==> config.mk <==
export PLATFORM = sky130hd
export DESIGN_NAME = card_pwr_seq
export DESIGN_NICKNAME = d
export VERILOG_FILES = /design/src/rtl/cps_pkg.sv /design/src/rtl/cps_timer.sv /design/src/rtl/cps_flags.sv /design/src/rtl/cps_fsm.sv /design/src/rtl/card_pwr_seq.sv
export SDC_FILE = /design/constraint.sdc
export NUM_CORES = 1
export LEC_CHECK = 0
export ABC_AREA = 1
export BUFFER_PORTS_ARGS = -buffer_cell sky130_fd_sc_hd__buf_4
export CORE_MARGIN = 2
export CORE_UTILIZATION = 56
export DETAILED_ROUTE_END_ITERATION = 16
export PLACE_DENSITY = 0.82
export SLEW_MARGIN = 40
export SYNTH_ARGS = -nofsm -noshare
export SYNTH_HDL_FRONTEND = slang
export SYNTH_SLANG_ARGS = --single-unit
==> constraint.sdc <==
create_clock -name clk -period 2 [get_ports clk]
set_input_delay 0.4 -clock clk [delete_from_list [all_inputs] [get_ports clk]]
set_output_delay 0.4 -clock clk [all_outputs]
set_load 0.05 [all_outputs]
==> src/rtl/cps_pkg.sv <==
package cps_pkg;
  typedef enum logic [1:0] {
    ST_IDLE = 2'd0,
    ST_RSTP = 2'd1,
    ST_ONW  = 2'd2,
    ST_VSW  = 2'd3
  } cps_state_e;

  localparam logic [1:0] PD_LOW  = 2'b00;
  localparam logic [1:0] PD_HIGH = 2'b01;
  localparam logic [1:0] PD_PWR  = 2'b10;

  localparam int FL_DONE = 0;
  localparam int FL_CKST = 1;
  localparam int FL_ERR  = 2;
  localparam int FL_NUM  = 3;
endpackage

==> src/rtl/cps_timer.sv <==
module cps_timer #(
  parameter int CW = 8
) (
  input  logic          clk,
  input  logic          rst,
  input  logic          clr,
  input  logic          tick,
  input  logic [CW-1:0] limit,
  output logic          expired
);
  logic [CW-1:0] cnt;

  always_ff @(posedge clk) begin
    if (rst || clr) cnt <= '0;
    else if (tick && (cnt != limit)) cnt <= cnt + 1'b1;
  end

  assign expired = (cnt == limit);
endmodule

==> src/rtl/cps_flags.sv <==
module cps_flags #(
  parameter int NF = 3
) (
  input  logic          clk,
  input  logic          rst,
  input  logic [NF-1:0] set,
  input  logic [NF-1:0] clr,
  output logic [NF-1:0] q
);
  for (genvar i = 0; i < NF; i++) begin : g_bit
    always_ff @(posedge clk) begin
      if (rst || clr[i]) q[i] <= 1'b0;
      else if (set[i])   q[i] <= 1'b1;
    end
  end
endmodule

==> src/rtl/cps_fsm.sv <==
module cps_fsm
  import cps_pkg::*;
#(
  parameter int CW            = 8,
  parameter int RST_TICKS     = 2,
  parameter int ON_TICKS      = 1000,
  parameter int TIMEOUT_TICKS = 10000
) (
  input  logic          clk,
  input  logic          rst,
  input  logic          pwr_off_req,
  input  logic          pwr_on_req,
  input  logic          vsw_start_req,
  input  logic          vsw_go_req,
  input  logic          done_seen,
  input  logic          tmr_exp,
  output logic          tmr_clr,
  output logic [CW-1:0] tmr_limit,
  output logic          ctrl_rst,
  output logic [1:0]    pin_drive,
  output logic          sw_en,
  output logic          sw_act,
  output logic          clr_done,
  output logic          clr_ckst,
  output logic          set_err
);
  cps_state_e st;
  logic       start_ok;
  logic       vsw_end;

  assign start_ok = (st == ST_IDLE) && vsw_start_req && !pwr_off_req && !pwr_on_req;
  assign vsw_end  = (st == ST_VSW) && (done_seen || tmr_exp);
  assign clr_done = start_ok || vsw_end;
  assign clr_ckst = vsw_end;
  assign set_err  = (st == ST_VSW) && tmr_exp && !done_seen;
  assign tmr_clr  = (st == ST_IDLE);

  always_comb begin
    case (st)
      ST_RSTP: tmr_limit = CW'(RST_TICKS);
      ST_ONW:  tmr_limit = CW'(ON_TICKS);
      default: tmr_limit = CW'(TIMEOUT_TICKS);
    endcase
  end

  always_ff @(posedge clk) begin
    if (rst) begin
      st        <= ST_IDLE;
      ctrl_rst  <= 1'b0;
      pin_drive <= PD_LOW;
      sw_en     <= 1'b0;
      sw_act    <= 1'b0;
    end else begin
      case (st)
        ST_IDLE: begin
          if (pwr_off_req) begin
            st       <= ST_RSTP;
            ctrl_rst <= 1'b1;
            sw_en    <= 1'b0;
            sw_act   <= 1'b0;
          end else if (pwr_on_req) begin
            st        <= ST_ONW;
            pin_drive <= PD_HIGH;
          end else if (vsw_start_req) begin
            sw_en <= 1'b1;
          end else if (vsw_go_req && sw_en) begin
            st     <= ST_VSW;
            sw_act <= 1'b1;
          end
        end
        ST_RSTP: begin
          if (tmr_exp) begin
            st        <= ST_IDLE;
            ctrl_rst  <= 1'b0;
            pin_drive <= PD_LOW;
          end
        end
        ST_ONW: begin
          if (tmr_exp) begin
            st        <= ST_IDLE;
            pin_drive <= PD_PWR;
          end
        end
        ST_VSW: begin
          if (vsw_end) begin
            st     <= ST_IDLE;
            sw_en  <= 1'b0;
            sw_act <= 1'b0;
          end
        end
        default: st <= ST_IDLE;
      endcase
    end
  end
endmodule

==> src/rtl/card_pwr_seq.sv <==
module card_pwr_seq
  import cps_pkg::*;
#(
  parameter int RST_TICKS     = 2,
  parameter int ON_TICKS      = 1000,
  parameter int TIMEOUT_TICKS = 10000
) (
  input  logic       clk,
  input  logic       rst,
  input  logic       tick,
  input  logic       pwr_off_req,
  input  logic       pwr_on_req,
  input  logic       vsw_start_req,
  input  logic       vsw_go_req,
  input  logic       vsw_done,
  input  logic       clk_stop,
  input  logic       err_clr,
  output logic       ctrl_rst,
  output logic [1:0] pin_drive,
  output logic       sw_en,
  output logic       sw_act,
  output logic       done_flag,
  output logic       ckstop_flag,
  output logic       err_flag
);
  localparam int MAX_A = (RST_TICKS > ON_TICKS) ? RST_TICKS : ON_TICKS;
  localparam int MAX_T = (MAX_A > TIMEOUT_TICKS) ? MAX_A : TIMEOUT_TICKS;
  localparam int CW    = $clog2(MAX_T + 1);

  logic          tmr_clr, tmr_exp;
  logic [CW-1:0] tmr_limit;
  logic          clr_done, clr_ckst, set_err;
  logic [FL_NUM-1:0] fl_set, fl_clr, fl_q;

  cps_timer #(.CW(CW)) u_tmr (
    .clk(clk), .rst(rst), .clr(tmr_clr), .tick(tick),
    .limit(tmr_limit), .expired(tmr_exp)
  );

  cps_fsm #(
    .CW(CW), .RST_TICKS(RST_TICKS), .ON_TICKS(ON_TICKS),
    .TIMEOUT_TICKS(TIMEOUT_TICKS)
  ) u_fsm (
    .clk(clk), .rst(rst),
    .pwr_off_req(pwr_off_req), .pwr_on_req(pwr_on_req),
    .vsw_start_req(vsw_start_req), .vsw_go_req(vsw_go_req),
    .done_seen(fl_q[FL_DONE]), .tmr_exp(tmr_exp),
    .tmr_clr(tmr_clr), .tmr_limit(tmr_limit),
    .ctrl_rst(ctrl_rst), .pin_drive(pin_drive),
    .sw_en(sw_en), .sw_act(sw_act),
    .clr_done(clr_done), .clr_ckst(clr_ckst), .set_err(set_err)
  );

  always_comb begin
    fl_set = '0;
    fl_clr = '0;
    fl_set[FL_DONE] = vsw_done;
    fl_set[FL_CKST] = clk_stop;
    fl_set[FL_ERR]  = set_err;
    fl_clr[FL_DONE] = clr_done;
    fl_clr[FL_CKST] = clr_ckst;
    fl_clr[FL_ERR]  = err_clr;
  end

  cps_flags #(.NF(FL_NUM)) u_flags (
    .clk(clk), .rst(rst), .set(fl_set), .clr(fl_clr), .q(fl_q)
  );

  assign done_flag   = fl_q[FL_DONE];
  assign ckstop_flag = fl_q[FL_CKST];
  assign err_flag    = fl_q[FL_ERR];
endmodule

# == Word-level counts from Yosys, hierarchy flattened ==
# Cells that the tools add are included.
# totals
inputBits,10
ff_bits,24
wordCells,80
# op_classes
muxes,25
add_sub_neg,1
reduce_logical,27
eq_ne,18
# ops
op,n
case mux 14 bit (2 select lines),1
two-way mux 2 bit,9
"adder 14 x 1 -> 14 bit, second input constant",1
equality test 14 bit,1
!= test 14 bit,1
case mux 2 bit (3 select lines),2
two-way mux 1 bit,10
AND reduction 5 bit,2
"!= test 3 bit, second input constant",3
logical AND 1 bit,8
"!= test 2 x 1 -> 1 bit, second input constant",4
AND reduction 4 bit,2
logical OR 1 bit,6
"!= test 2 bit, second input constant",3
case mux 1 bit (2 select lines),3
"equality test 2 bit, second input constant",2
"!= test 4 x 3 -> 1 bit, second input constant",1
"!= test 4 bit, second input constant",1
nonzero test 2 bit,2
logical NOT 1 bit,3
"!= test 3 x 2 -> 1 bit, second input constant",1
AND reduction 3 bit,1
nonzero test 3 bit,1
"equality test 2 x 1 -> 1 bit, second input constant",1
2 further kinds,2

# == Longest topological paths before layout ==
# Gate-level depths: netlist of run 1.
# logic_depth
depth_word,7
mapped_depth,13

# == By module ==
# From an unflattened synthesis of run 1, not the netlist that was laid out.
# hier_totals
cells_unflattened,295
area_unflattened_um2,1720.4
# by_module_without_submodules
mod,seq_area_each_um2,n_inst,area_each_um2,cells_per_inst
cps_timer,280.3,1,1001.0,183
cps_fsm,140.1,1,608.1,96
cps_flags,60.1,1,111.4,16

# == Least setup slack after synthesis of run 1 ==
# Ideal clock, no wire load.
# synth_path
path_type,register to register
startpoint,reg u_fsm.st[0]
endpoint,reg u_tmr.cnt[7]
stages_incl_launch_ff,13
arrival_ps,1688
n_path_buf,1
path_slack_ps,240
required_time_ps,1928
period_less_slack_ps,1760
cell_sequence,dfxtp_1 -> inv_1 -> ha_1 -> nand2_1 -> inv_1 -> nor2_1 -> nand2_1 -> nor2_4 -> nand3_4 -> nand2_8 -> buf_12 -> nand2_1 -> a21oi_1
# synth_between
elab_chain_cells,4
word_cells_on_any_way,7
# synth_lines
item,line,text
from (decl),cps_fsm.sv:27,cps_state_e st;
from (signal assigned),cps_fsm.sv:48,st <= ST_IDLE;
from (signal assigned),cps_fsm.sv:57,st <= ST_RSTP;
from (signal assigned),cps_fsm.sv:62,st <= ST_ONW;
equality test 2 bit / equality test 2 x 1 -> 1 bit (equally long branches),cps_fsm.sv:39,case (st)
case mux 14 bit (2 select lines),cps_fsm.sv:39,
!= test 14 bit,cps_timer.sv:15,else if (tick && (cnt != limit)) cnt <= cnt + 1'b1;
logical AND 1 bit,cps_timer.sv:15,
to (signal assigned),cps_timer.sv:15,
to (decl),cps_timer.sv:11,logic [CW-1:0] cnt;
# Parallel ways exist; a longest one is shown, timed or not.
# A chain may end at the register's enable or synchronous reset.

# == Worst setup path after layout of run 1 ==
# layout_path
startpoint,reg u_fsm.st[1]
endpoint,reg u_tmr.cnt[4]
# The elaborated chain is that of the path after synthesis.

==> impl_metrics.ini, run 1 <==
[drt]
drt_iter0_drc = 114
detailed_route_vias_per_instance = 5.24
drc = 0
drt_wl_total_um = 3260
firstDrtPassIters = 4
wl_per_cell_um = 11.6
detail-route-antenna-nets = 0
vias = 1479

[cells_and_area]
final_common_cell = sky130_fd_sc_hd__nand2_1
layout_cells_sized_above_1 = 0.151
instances_no_fill = 282
layout.core_utilization = 0.682
final_cell_mix = sky130_fd_sc_hd__nand2_1, sky130_fd_sc_hd__inv_1, sky130_fd_sc_hd__nor2_1, sky130_fd_sc_hd__dfxtp_1
antenna_cells = 0
area_of_all_placed_cells_without_fillers_sq_um = 1720
areaGrowthSynthToFinish_pct = 12.6
num-nets-final = 271

[logic_synthesis]
netlist.top_cell.by_area = sky130_fd_sc_hd__dfxtp_1
seq_area_frac_synth = 0.314
synth-compound-area-share = 0.122
post_synth_inst_count = 230
total_nets_after_synthesis = 247
synth_cell_types = 25
muxShareOfSynthArea = 0
netlist_area_sq_um = 1530
synth.top_cells.by_area = sky130_fd_sc_hd__dfxtp_1, sky130_fd_sc_hd__nand2_1, sky130_fd_sc_hd__a21oi_1, sky130_fd_sc_hd__inv_1, sky130_fd_sc_hd__nor2_1
synth_top_area_share = 0.314
syn-mean-instance-area_sq_um = 6.64
synth.ff_latch_count = 24
synthesis_warnings = 0
synth_top_family_by_area = simple AND/OR/NAND/NOR gates
synth_area_in_adders = 0.0573
synth_simple_gate_area_frac = 0.343
xor_xnor_portion_of_the_synthesized_cell_area = 0.0688

[placement]
numPortBuffers = 17
dpl_cell_area_sq_um = 1700
gp_routability_congestion = 0.895
dp_hpwl_um = 2440
pre_cts_ws_ns = 0.156
placed_cells = 279

[die]
die-width_um = 56.2
die_outline_area_sq_um = 3160
pin_count = 18
die_height_um = 56.2
core_area_sq_um = 2520
start_util = 0.606
row_count = 18

[job]
cap_violations = 0

[power]
pwr_density_cell_nw_per_um2 = 1050
p_leak_nw = 0.717
irDropWorstVdd_uv = 974
power_mw = 1.81

[sta]
max_slew.worst_pin.slew_ns = 0.324
clock.fmax_ghz = 0.549
hold-worst-slack_ns = 0.226
maxSlewViolCount = 0
report.final.setup_viol = 0
post-route-min-period_ns = 1.82
fin_ws_ns = 0.180
timing_hold_violations_final = 0
slew_headroom = 0.782
timing.final.crit_share = 0.910
fin_worst_skew_ns = 0.00672
grt_setup_unrepaired = no
fin_setup_tns_ns = 0

[outcome]
status = finished clean

[global_route]
grt_start_max_net_pins = 20
grt_remaining_overflow = 0
grt_first_pass_wirelength_um = 5510
total_global_routing_track_utilization = 0.214
antenna_violations_before_repair = 0
via_count_of_the_first_global_routing_pass = 1236

[critical_path]
crit_path_cell_trace = inv_1, ha_2, nor2_1, nor2_1, nand2_1, nor2_4, nand3_4, nand2_8, inv_2, nand2_1, a21oi_1
cpPeakStageDelay_ns = 0.38
timing.critical_path.to_type = flip-flop
cp_top_family = simple AND/OR/NAND/NOR gates
critPathLaunchType = flip-flop
slowest_cell_on_crit_path = sky130_fd_sc_hd__ha_2
cp_num_buf_inv = 2
timing.critical_path.required_ns = 2.21
critPathKind = reg2reg
crit_path_max_fanout = 19
worst_ep_arrival_time_ns = 2.03

[clock_network]
clkTransAtPathRegs_ns = 0.13
insertion_delay_ns = 0.31
cts-root-to-sink-buffers = 2
cts_tree = done
cts_htree_levels = 1
numCtsBuffers = 3
cts_root_buf = sky130_fd_sc_hd__clkbuf_4
clock_sink_count = 24

[min_path]
worst_hold_path_type = in2reg
cell families after synthesis:
logic type / count (synthesis)
AOI/OAI and AO/OA: 35
xor gates and xnor gates: 12
DFF: 24
and+or+nand+nor: 118
buffers and inverters: 34
adders and majority gates: 7
Yosys cell counts, drive strengths merged:
master and count:
dfxtp 24, buf 1, xnor2 6, inv 32, ha 7, clkinv 1, or2 1, nor3 11
a21oi 20, xor2 6, o211ai 2, nor2 29, a211oi 1, o21ai 12, nand4 1, nand2 61
nand3 15
power breakdown:
group          switching (mW)  internal, mW  leakage (nW)
combinational           0.660         0.344         0.507
sequential             0.0428         0.550         0.196
clock                   0.140        0.0704        0.0138
cell type report:
class                      count  area (sq um)
multi-input combinational    172           906
fill                         247           802
sequential                    24           480
timing repair buffer          20           150
inverter                      33           124
tap                           30          37.5
clock buffer                   3          22.5
state kept, by name, indices dropped and copies added (netlist names):
register,flops
u_tmr.cnt,14
u_fsm.ctrl_rst,1
u_flags.q,3
u_fsm.st,2
u_fsm.sw_act,1
u_fsm.sw_en,1
u_fsm.pin_drive,2
what timing repair did:
action                                  in CTS  in global routing
endpoints found under the setup margin       0                  1
hold buffers                                 0                  0
setup buffers                                0                  0
gates resized for setup                      0                  1
routing by layer:
metal  up-vias  part of all wire  track usage
met1       650              0.51        0.331
met2        46              0.42        0.299
met4         0            0.0086       0.0680
met3         4             0.062       0.0302
li1        779                 -            -
met5         -                 0            0
final timing paths:
kind                                       to  slack (ns)  cells past startpoint     startpoint
worst max-delay path             u_tmr.cnt[4]        0.18                     11    u_fsm.st[1]
worst min-delay path             u_flags.q[2]        0.23                      2        err_clr
worst max register to register   u_tmr.cnt[4]        0.18                     11    u_fsm.st[1]
worst min register to register  u_tmr.cnt[12]        0.49                      2  u_tmr.cnt[12]
Power figures use the tool's default switching activity.
==> inputs of run 2 (changes only) <==
--- a/config.mk
+++ b/config.mk
@@ -10,6 +10,7 @@
 export CORE_MARGIN = 2
 export CORE_UTILIZATION = 56
 export DETAILED_ROUTE_END_ITERATION = 16
+export GPL_TIMING_DRIVEN = 0
 export PLACE_DENSITY = 0.82
 export SLEW_MARGIN = 40
 export SYNTH_ARGS = -nofsm -noshare
==> run 2 against run 1 <==
  * Register-to-register slack worse by 0.03 ns
  * Setup slack worse by 0.034 ns
  * Worst hold slack better by 0.0059 ns
  * Highest routed layer unchanged
  * Total power is 0.11% lower
  * Final cell count is 0.35% lower
  * Largest power group unchanged
==> impl_metrics.ini, run 2 (synthesized netlist as in run 1, its figures left out) <==
[outcome]
status = finished clean

[die]
die_height_um = 56.2
pin_count = 18
start_util = 0.606
row_count = 18
die_outline_area_sq_um = 3160
die-width_um = 56.2
core_area_sq_um = 2520

[cells_and_area]
final_common_cell = sky130_fd_sc_hd__nand2_1
instances_no_fill = 281
multiInputGateArea_sq_um = 916
registers.top_by_ff_count = u_tmr.cnt
antenna_cells = 0
num-nets-final = 270
final_cell_mix = sky130_fd_sc_hd__nand2_1, sky130_fd_sc_hd__inv_1, sky130_fd_sc_hd__nor2_1, sky130_fd_sc_hd__dfxtp_1, sky130_fd_sc_hd__a21oi_1
areaGrowthSynthToFinish_pct = 13.8
largestRegisters = u_tmr.cnt (14), u_flags.q (3)
total_of_fill_cells_in_the_finished_design = 235
register_cell_area_after_layout_sq_um = 483
area_of_all_placed_cells_without_fillers_sq_um = 1740
layout_cells_sized_above_1 = 0.155
flip_flop_count_of_the_largest_register_after_layout = 14

[sta]
report.final.setup_viol = 0
slew_headroom = 0.746
timing.final.crit_share = 0.927
timing_hold_violations_final = 0
hold-worst-slack_ns = 0.232
fin_ws_ns = 0.146
post-route-min-period_ns = 1.85
fin_worst_skew_ns = 0.00243
clock.fmax_ghz = 0.539
maxSlewViolCount = 0
max_slew.worst_pin.slew_ns = 0.379

[drt]
detail-route-antenna-nets = 0
drt_iter0_drc = 73
drc = 0
drt_wl_total_um = 3200
detailed_route_vias_per_instance = 5.32
firstDrtPassIters = 4
vias = 1495
wl_per_cell_um = 11.4

[job]
cap_violations = 0

[placement]
dp_hpwl_um = 2450
numPortBuffers = 17
placed_cells = 277
pre_cts_ws_ns = -0.00610
dpl_cell_area_sq_um = 1690
gp_routability_congestion = 0.902

[critical_path]
cp_num_buf_inv = 2
crit_path_max_fanout = 10
critPathLaunchType = flip-flop
critPathKind = reg2reg
timing.critical_path.required_ns = 2.24
timing.critical_path.mode_cell = sky130_fd_sc_hd__nand2_1
cp_top_family = simple AND/OR/NAND/NOR gates
slowest_cell_on_crit_path = sky130_fd_sc_hd__dfxtp_2
timing.critical_path.to_type = flip-flop
crit_path_cell_trace = inv_1, ha_1, xnor2_1, nand2_1, nor2_2, nand3_4, nand2_8, buf_12, nand2_1, a21oi_1
cpPeakStageDelay_ns = 0.39
worst_ep_arrival_time_ns = 2.09

[power]
sw_ratio = 0.461
p_leak_nw = 0.717
irDropWorstVdd_uv = 1080
net-switching-power_mw = 0.833
pwr_density_cell_nw_per_um2 = 1040
power_report.internal_total_mw = 0.972
pwr-share-seq = 0.339
p_comb_frac = 0.549
power.share.clock = 0.112

[clock_network]
numCtsBuffers = 3
cts_tree = done
hold_bufs_at_cts = 0
clkTransAtPathRegs_ns = 0.12
clock_sink_count = 24
cts-root-to-sink-buffers = 2
insertion_delay_ns = 0.30
cts_htree_levels = 1
cts_root_buf = sky130_fd_sc_hd__clkbuf_4

[global_route]
grt_start_max_net_pins = 13
antenna_violations_before_repair = 0
grt_remaining_overflow = 0
grt_first_pass_wirelength_um = 5650
total_global_routing_track_utilization = 0.222
via_count_of_the_first_global_routing_pass = 1317

[min_path]
worst_hold_path_type = in2reg
run 2: changes by cell type in the layout (fill, tap and decap cells not counted), sizes merged:
cell	change
buf	-1
run 2: cell type report:
| cell class | instances | area share |
|---|---|---|
| plain buffers | 1 | 0.0115 |
| clock buffers | 3 | 0.0130 |
| inverters | 33 | 0.0713 |
| multi-input cells | 172 | 0.527 |
| flip-flops and latches | 24 | 0.278 |
| well taps | 30 | 0.0216 |
| repair buffers | 18 | 0.0778 |
run 2: worst paths after layout:
path | cells after the start | endpoint | slack (ns) | startpoint
min reg2reg | 2 | u_fsm.ctrl_rst | 0.49 | u_fsm.ctrl_rst
max reg2reg | 10 | u_tmr.cnt[8] | 0.15 | u_fsm.st[0]
min | 2 | u_flags.q[2] | 0.23 | err_clr
max | 10 | u_tmr.cnt[8] | 0.15 | u_fsm.st[0]
run 2: repair_timing:
item,4_1_cts,5_1_grt
hold endpoints to repair,0,0
setup endpoints to repair,6,21
pin swaps,0,1
buffers inserted,0,1
resized for setup,2,2
run 2: power by group through the flow:
stage	clock [mW]	sequential [mW]	combinational, mW
final	0.202	0.612	0.991
after global routing	0.234	0.623	1.11
after CTS	0.221	0.611	0.948
after detailed placement	0	0.618	0.944
after global placement	0	0.617	0.930
after floorplan	0	0.779	0.567
run 2: metal layers:
metal	GRT usage	up-vias	wire [um]
li1	-	773	-
met1	0.321	663	1550
met2	0.333	55	1390
met3	0.0605	4	240
met4	0.0442	0	23
met5	0	-	0
run 2: per-stage QoR:
step / setup TNS [ns] / total power [mW] / utilization
CTS: 0 / 1.78 / 0.681
finish: 0 / 1.81 / 0.689
floorplan: 0 / 1.35 / -
global route: -0.00171 / 1.96 / 0.689
detailed placement: -0.00610 / 1.56 / 0.671
global placement: 0 / 1.55 / 0.671
==> inputs of run 3 (changes only) <==
--- a/config.mk
+++ b/config.mk
@@ -7,7 +7,7 @@
 export LEC_CHECK = 0
 export ABC_AREA = 1
 export BUFFER_PORTS_ARGS = -buffer_cell sky130_fd_sc_hd__buf_4
-export CORE_MARGIN = 2
+export CORE_MARGIN = 1
 export CORE_UTILIZATION = 56
 export DETAILED_ROUTE_END_ITERATION = 16
 export GPL_TIMING_DRIVEN = 0
==> run 3 against run 2 <==
  * Worst hold slack lost 0.022 ns
  * Clock skew is 0.0017 ns lower
  * Non-clock buffer count decreased by 1
  * Wire length is 0.50% lower
  * Total power up 3.4%
  * Via count fell by 4.9%
  * Final area increased by 0.36%
  * Sequential power hardly changed
  * Critical path depth unchanged
  * First-iteration DRC count fell by 32%
  * Clock power increased by 31%
  * Sequential cell count unchanged
  * Critical endpoint is now u_tmr.cnt[7]
==> impl_metrics.ini, run 3 (synthesized netlist as in run 1, its figures left out) <==
[drt]
drt_wl_total_um = 3180
drt_iter0_drc = 50
firstDrtPassIters = 4
detailed_route_vias_per_instance = 5.06
drc = 0
vias = 1421
detail-route-antenna-nets = 0
wl_per_cell_um = 11.3

[critical_path]
crit_path_cell_trace = inv_1, ha_1, xnor2_1, nand2_1, nor2_4, nand3_4, nand2_8, buf_12, nand2_1, a21oi_1
cp_num_buf_inv = 2
worst_ep_arrival_time_ns = 2.10
critPathKind = reg2reg
timing.critical_path.mode_cell = sky130_fd_sc_hd__nand2_1
worstSetupPathDepth = 10
reg2regPathDepth = 10
timing.critical_path.to_type = flip-flop
r2r_start = u_fsm.st[0]
critPathLaunchType = flip-flop
reg2reg_setup_slack_ns = 0.16
cp_top_family = simple AND/OR/NAND/NOR gates
timing.rr.end = u_tmr.cnt[7]
cpPeakStageDelay_ns = 0.39
timing.critical_path.required_ns = 2.26
crit_path_max_fanout = 10
slowest_cell_on_crit_path = sky130_fd_sc_hd__dfxtp_2

[clock_network]
cts_root_buf = sky130_fd_sc_hd__clkbuf_4
clkTransAtPathRegs_ns = 0.13
cts-root-to-sink-buffers = 2
insertion_delay_ns = 0.32
hold_bufs_at_cts = 0
numCtsBuffers = 3
clock_sink_count = 24
cts_htree_levels = 1
cts_tree = done

[min_path]
hold-path-endpoint = u_flags.q[2]
worst_hold_path_type = in2reg
worst_hold_path.num_cells = 2
hp-start = err_clr

[placement]
dp_hpwl_um = 2370
numPortBuffers = 17
gp_routability_congestion = 0.869
pre_cts_ws_ns = 0.0385
placed_cells = 277

[sta]
clock.fmax_ghz = 0.545
fin_ws_ns = 0.164
report.final.setup_viol = 0
maxSlewViolCount = 0
timing_hold_violations_final = 0
slew_headroom = 0.744
fin_worst_skew_ns = 0.000722
post-route-min-period_ns = 1.84
max_slew.worst_pin.slew_ns = 0.383
timing.final.crit_share = 0.918

[die]
die-width_um = 54.2
start_util = 0.606
die_outline_area_sq_um = 2940
pin_count = 18
row_count = 18
core_area_sq_um = 2520
die_height_um = 54.2

[cells_and_area]
total_of_fill_cells_in_the_finished_design = 239
multiInputGateArea_sq_um = 916
final_common_cell = sky130_fd_sc_hd__nand2_1
antenna_cells = 0
register_cell_area_after_layout_sq_um = 483
final_cell_mix = sky130_fd_sc_hd__nand2_1, sky130_fd_sc_hd__inv_1, sky130_fd_sc_hd__nor2_1, sky130_fd_sc_hd__dfxtp_1, sky130_fd_sc_hd__a21oi_1
layout_cells_sized_above_1 = 0.155
flip_flop_count_of_the_largest_register_after_layout = 14
largestRegisters = u_tmr.cnt (14), u_flags.q (3)
instances_no_fill = 281
num-nets-final = 269
registers.top_by_ff_count = u_tmr.cnt
areaGrowthSynthToFinish_pct = 14.2

[global_route]
grt_remaining_overflow = 0
total_global_routing_track_utilization = 0.252
via_count_of_the_first_global_routing_pass = 1224
antenna_violations_before_repair = 0
grt_first_pass_wirelength_um = 5330
grt_start_max_net_pins = 14

[power]
p_leak_nw = 0.720
pwr_density_cell_nw_per_um2 = 1070
irDropWorstVdd_uv = 928

[outcome]
status = finished clean

[job]
cap_violations = 0
run 3: changes by cell type in the layout (fill, tap and decap cells not counted), sizes merged:
cell    previous run  this run
buf               19        18
clkbuf             3         4
run 3: how the worst max path moves through the flow:
stage	start	to	slack [ns]
final	u_fsm.st[0]	u_tmr.cnt[7]	0.16
after global routing	u_fsm.st[0]	u_tmr.cnt[11]	-0.002
after CTS	u_fsm.st[1]	u_tmr.cnt[7]	0.01
after detailed placement	u_fsm.st[0]	u_tmr.cnt[7]	0.04
after global placement	u_fsm.st[0]	u_tmr.cnt[7]	0.04
after floorplan	u_fsm.st[0]	u_tmr.cnt[7]	0.24
run 3: report_power, final:
part | leakage, nW | switching, mW | total [mW] | internal (mW)
logic | 0.503 | 0.640 | 0.989 | 0.348
registers | 0.196 | 0.0589 | 0.612 | 0.554
clock network | 0.0210 | 0.154 | 0.265 | 0.111
run 3: per-layer routing:
layer	global-route usage	wire (um)
met3	0.0250	124
met1	0.380	1670
met5	0	0
met2	0.358	1340
met4	0.103	57
run 3: final cells by class:
type,instances,share of cell area
plain buffers,1,0.0115
clock buffers,4,0.0208
inverters,33,0.0710
multi-input cells,172,0.525
flip-flops and latches,24,0.277
well taps,30,0.0215
repair buffers,17,0.0732
run 3: stage by stage:
stage | cell area, sq um | total power [mW] | hold slack [ns] | setup TNS, ns | util
finish | 1740 | 1.87 | 0.210 | 0 | 0.691
global placement | 1690 | 1.55 | 0.462 | 0 | 0.671
global route | 1740 | 2.02 | 0.202 | -0.00194 | 0.691
detailed placement | 1690 | 1.55 | 0.466 | 0 | 0.671
floorplan | 1530 | 1.35 | 0.455 | 0 | -
CTS | 1730 | 1.82 | 0.205 | 0 | 0.686
run 3: timing repair:
| item | 4_1_cts | 5_1_grt |
|---|---|---|
| gates cloned | 0 | 0 |
| setup buffers | 0 | 0 |
| endpoints found under the setup margin | 5 | 23 |
| endpoints found under the hold margin | 0 | 0 |
| resized for setup | 1 | 3 |
